`src/rtl/xing_pkg.sv`:
```
package xing_pkg;

    // Bit 1 drives the north-south lamp and bit 0 the east-west lamp.
    typedef enum logic [1:0] {
        PH_EW   = 2'b01,
        PH_NS   = 2'b10,
        PH_WALK = 2'b11
    } phase_e;

    typedef struct packed {
        logic ns;
        logic ew;
    } lamp_t;

    function automatic phase_e other_road(input phase_e p);
        return (p == PH_EW) ? PH_NS : PH_EW;
    endfunction

    function automatic lamp_t lamps_of(input phase_e p);
        lamp_t l;
        l.ns = p[1];
        l.ew = p[0];
        return l;
    endfunction

endpackage

```
`src/rtl/xing_phase_timer.sv`:
```
module xing_phase_timer #(
    parameter int PHASE_CYCLES = 8
) (
    input  logic clk,
    input  logic rst,
    output logic last_cycle
);
    localparam int CNT_W = $clog2(PHASE_CYCLES > 1 ? PHASE_CYCLES : 2);
    localparam logic [CNT_W-1:0] CNT_LAST = CNT_W'(PHASE_CYCLES - 1);

    logic [CNT_W-1:0] cnt_q;

    assign last_cycle = (cnt_q == CNT_LAST);

    always_ff @(posedge clk) begin
        if (rst || last_cycle) cnt_q <= '0;
        else                   cnt_q <= cnt_q + 1'b1;
    end
endmodule

```
`src/rtl/xing_walk_latch.sv`:
```
module xing_walk_latch (
    input  logic clk,
    input  logic rst,
    input  logic walk_req,
    input  logic last_cycle,
    input  logic in_walk,
    output logic serve_walk
);
    logic held_q;

    // A request counts if it was held earlier or is present in this cycle.
    assign serve_walk = held_q | walk_req;

    always_ff @(posedge clk) begin
        if (rst)                        held_q <= 1'b0;
        else if (last_cycle && !in_walk) held_q <= 1'b0;
        else                            held_q <= held_q | walk_req;
    end
endmodule

```
`src/rtl/xing_sequencer.sv`:
```
module xing_sequencer
    import xing_pkg::*;
(
    input  logic   clk,
    input  logic   rst,
    input  logic   last_cycle,
    input  logic   serve_walk,
    output phase_e phase,
    output logic   in_walk
);
    phase_e phase_q, resume_q;
    phase_e phase_d, resume_d;

    assign phase   = phase_q;
    assign in_walk = (phase_q == PH_WALK);

    always_comb begin
        phase_d  = phase_q;
        resume_d = resume_q;
        if (last_cycle) begin
            if (in_walk) begin
                phase_d = resume_q;
            end else begin
                resume_d = other_road(phase_q);
                phase_d  = serve_walk ? PH_WALK : other_road(phase_q);
            end
        end
    end

    always_ff @(posedge clk) begin
        if (rst) begin
            phase_q  <= PH_EW;
            resume_q <= PH_NS;
        end else begin
            phase_q  <= phase_d;
            resume_q <= resume_d;
        end
    end
endmodule

```
`src/rtl/ped_crossing_ctrl.sv`:
```
module ped_crossing_ctrl
    import xing_pkg::*;
#(
    parameter int PHASE_CYCLES = 8
) (
    input  logic clk,
    input  logic rst,
    input  logic walk_req,
    output logic ns_green,
    output logic ew_green
);
    logic   last_cycle;
    logic   serve_walk;
    logic   in_walk;
    phase_e phase;
    lamp_t  lamps;

    xing_phase_timer #(.PHASE_CYCLES(PHASE_CYCLES)) u_timer (
        .clk        (clk),
        .rst        (rst),
        .last_cycle (last_cycle)
    );

    xing_walk_latch u_latch (
        .clk        (clk),
        .rst        (rst),
        .walk_req   (walk_req),
        .last_cycle (last_cycle),
        .in_walk    (in_walk),
        .serve_walk (serve_walk)
    );

    xing_sequencer u_seq (
        .clk        (clk),
        .rst        (rst),
        .last_cycle (last_cycle),
        .serve_walk (serve_walk),
        .phase      (phase),
        .in_walk    (in_walk)
    );

    assign lamps    = lamps_of(phase);
    assign ns_green = lamps.ns;
    assign ew_green = lamps.ew;
endmodule

```
`config.mk`:
```
export PLATFORM = sky130hd
export DESIGN_NAME = ped_crossing_ctrl
export DESIGN_NICKNAME = d
export VERILOG_FILES = /design/src/rtl/xing_pkg.sv /design/src/rtl/xing_phase_timer.sv /design/src/rtl/xing_walk_latch.sv /design/src/rtl/xing_sequencer.sv /design/src/rtl/ped_crossing_ctrl.sv
export SDC_FILE = /design/constraint.sdc
export NUM_CORES = 1
export LEC_CHECK = 0
export ABC_CLOCK_PERIOD_IN_PS = 1300
export BUFFER_PORTS_ARGS = -buffer_cell sky130_fd_sc_hd__buf_2
export CAP_MARGIN = 20
export CORE_AREA = 2 2 39 41
export DETAILED_ROUTE_END_ITERATION = 8
export DIE_AREA = 0 0 41 43
export PLACE_DENSITY_LB_ADDON = 0.2
export SETUP_SLACK_MARGIN = 0.02
export SYNTH_ARGS = -nofsm -noshare
export SYNTH_HDL_FRONTEND = slang
export SYNTH_SLANG_ARGS = --single-unit
```
`constraint.sdc`:
```
create_clock -name clk -period 1.3 [get_ports clk]
set_input_delay 0.26 -clock clk [delete_from_list [all_inputs] [get_ports clk]]
set_output_delay 0.26 -clock clk [all_outputs]
set_load 0.01 [all_outputs]
```
==> impl_metrics.env <==
export IMPL_start_util_pct=23.3
export IMPL_synth_compound_area_share_pct=18.2
export IMPL_core_sq_um=1380
export IMPL_postSynthAreaPerCell_sq_um=10.1
export IMPL_synth_adder_area_share_pct=7.75
export IMPL_reg2reg_from="u_timer.cnt_q[0]"
export IMPL_vdd_drop_max_uv=448
export IMPL_synth_xor_area_share_pct=0
export IMPL_fmaxAchievable_mhz=835
export IMPL_cp_required_ps=1450
export IMPL_synth_top_family_by_area="simple AND/OR/NAND/NOR gates"
export IMPL_final_cells=57
export IMPL_hpwl_um=408
export IMPL_yosysSeqAreaShare_pct=49.6
export IMPL_cts_made_buffers=3
export IMPL_path_class="register to register"
export IMPL_clk_latency_ps=240
export IMPL_post_route_util_pct=29.9
export IMPL_wl_per_cell_um=9.81
export IMPL_period_needed_ps=1200
export IMPL_rows=14
export IMPL_synth_area_mux_share_pct=0
export IMPL_synth_area_sq_um=323
export IMPL_post_synth_top_count_cell="dfxtp_1"
export IMPL_die_area_sq_um=1760
export IMPL_clock_sinks=8
export IMPL_synth_async_reset_ratio_pct=0
export IMPL_cts_root_buf="clkbuf_4"
export IMPL_synth_nets=37
export IMPL_path_clk_slew_ps=50
export IMPL_rsz0062_at_grt="false"
export IMPL_crit_fanout=4
export IMPL_fill_cells=143
export IMPL_finalWirelength_um=559
export IMPL_antenna_found_initial=0
export IMPL_setup_viol=0
export IMPL_fp_dieW_um=41
export IMPL_hold_violations=0
export IMPL_dp_cells=53
export IMPL_period_share_pct=92.1
export IMPL_synthTopCellsByArea="dfxtp_1 50%, ha_1 7.8%, a2111oi_2 4.7%, nor2_1 4.7%, nor3b_1 4.7%"
export IMPL_fin_hold_ws_ps=292
export IMPL_synthSimpleGateAreaFrac_pct=19.8
export IMPL_numPortBuffers=4
export IMPL_min_to="u_timer.cnt_q[0]"
export IMPL_skew_ps=1.68
export IMPL_synth_largest_area_cell="dfxtp_1"
export IMPL_register_area_sq_um=161
export IMPL_cts_tree="yes"
export IMPL_grt_overflow_total=0
export IMPL_vias=256
export IMPL_drive_gt1_share_pct=39.0
export IMPL_drc=0
export IMPL_grt_pass1_wl_um=876
export IMPL_tns_ps=0
export IMPL_antenna_cells=0
export IMPL_status="finished clean"
export IMPL_crit_path_end_kind="register"
export IMPL_cts_path_max_buffers=2
export IMPL_grt_pass1_vias=249
export IMPL_vias_per_cell=4.49
export IMPL_ys_flop_type="dfxtp_1"
export IMPL_rrSetupSlack_ps=100
export IMPL_ant_nets=0
export IMPL_drtIter0Drc=1
export IMPL_crit_arrival_ps=1340
export IMPL_cp_start_kind="register"
export IMPL_area_delta_synth_final_pct=28.3
export IMPL_synth_top_cells_by_count="8 x dfxtp_1, 4 x nor2_1, 3 x nand2_1"
export IMPL_drt_pass1_iter_count=3
export IMPL_htree_levels=1
export IMPL_nets=48
export IMPL_ys_ff_latch=8
export IMPL_drv_cap=0
export IMPL_synthDominantCellAreaShare_pct=49.6
export IMPL_slew_viol_final=0
export IMPL_worst_pin_slew_ps=251
export IMPL_hp_class="input port to register"
export IMPL_reg2reg_to="u_seq.phase[1]"
export IMPL_hold_depth=2
export IMPL_gp_congestion=0.659
export IMPL_grtUsageTotal_pct=8.15
export IMPL_io_pins=5
export IMPL_leakagePower_nw=0.161
export IMPL_synth_edf_count=0
export IMPL_ff2ff_path_depth=5
export IMPL_postCtsHoldBufs=0
export IMPL_power_density_nw_per_um2=1120
export IMPL_synth_distinct_cells=15
export IMPL_die_y_um=43
export IMPL_multi_input_area_sq_um=164
export IMPL_slew_headroom_pct=83.2
export IMPL_synth_warnings=0
export IMPL_grt_max_degree=9
export IMPL_hp_start="rst"
export IMPL_synthCells=32
## cell families after synthesis
| group | after synthesis |
|---|---|
| flops | 8 |
| compound gates | 7 |
| buf+inv | 2 |
| simple gates | 13 |
| fa+ha+maj | 2 |
## state kept, by name, indices dropped and copies added, names as in the netlist
register	cells
u_latch.held_q	1
u_seq.phase	2
u_seq.resume_q	2
u_timer.cnt_q	3
## layer usage
layer | share of wire, % | global-route usage (%) | up-vias
met5 | 0 | 0 | -
met4 | 0 | 10.0 | 0
met3 | 5.5 | 3.14 | 0
met2 | 46 | 10.9 | 5
met1 | 48 | 8.09 | 121
li1 | - | - | 130
## worst max-delay path by stage
stage,start,end,slack (ps),cells past startpoint
5_1_grt,u_timer.cnt_q[0],u_seq.phase[1],30,5
2_1_floorplan,u_timer.cnt_q[0],u_seq.phase[1],30,6
3_5_place_dp,u_timer.cnt_q[0],u_seq.phase[1],20,4
3_3_place_gp,u_timer.cnt_q[0],u_seq.phase[1],20,4
6_report,u_timer.cnt_q[0],u_seq.phase[1],100,5
4_1_cts,u_timer.cnt_q[0],u_seq.resume_q[0],20,6
## critical path: stages (launching register included)
cell and delay, ps:
dfxtp_2 320, ha_2 170, ha_2 190, nand2_1 70
nor3_1 50, a2111oi_2 310
## cell usage in the layout (no fill, tap or decap), types with 2 or more instances in the layout
master,count
ha_2,2
buf_2,4
nor2_1,4
nor3_1,2
clkbuf_4,3
dfxtp_1,7
o21bai_1,2
buf_4,3
nor3b_1,2
nand2_1,3
## where the power goes
part / leakage, nW / switching, mW / internal, mW
logic: 0.0817 / 0.0116 / 0.0129
registers: 0.0657 / 0.00421 / 0.257
clock network: 0.0138 / 0.0743 / 0.105
total: 0.161 / 0.0901 / 0.375
## what timing repair did
action	in CTS	in global routing
resized for setup	0	5
gates cloned	0	0
hold endpoints to repair	0	0
setup endpoints to repair	1	3
buffers inserted	1	0
pin swaps	2	2
## stage by stage
step | setup WS [ps] | instance area (sq um) | total power, mW
after detailed placement | 15.4 | 369 | 0.290
after floorplan | 29.2 | 325 | 0.280
final | 103 | 414 | 0.465
after CTS | 24.6 | 399 | 0.481
after global routing | 25.6 | 414 | 0.497
after global placement | 23.8 | 369 | 0.289
## layout make-up
cell class	count	area share, %
repair buffers	7	10.3
flip-flops and latches	8	39.0
well taps	16	4.83
clock buffers	3	5.44
inverters	1	0.906
multi-input cells	22	39.6
(Power assumes the default switching activity.)
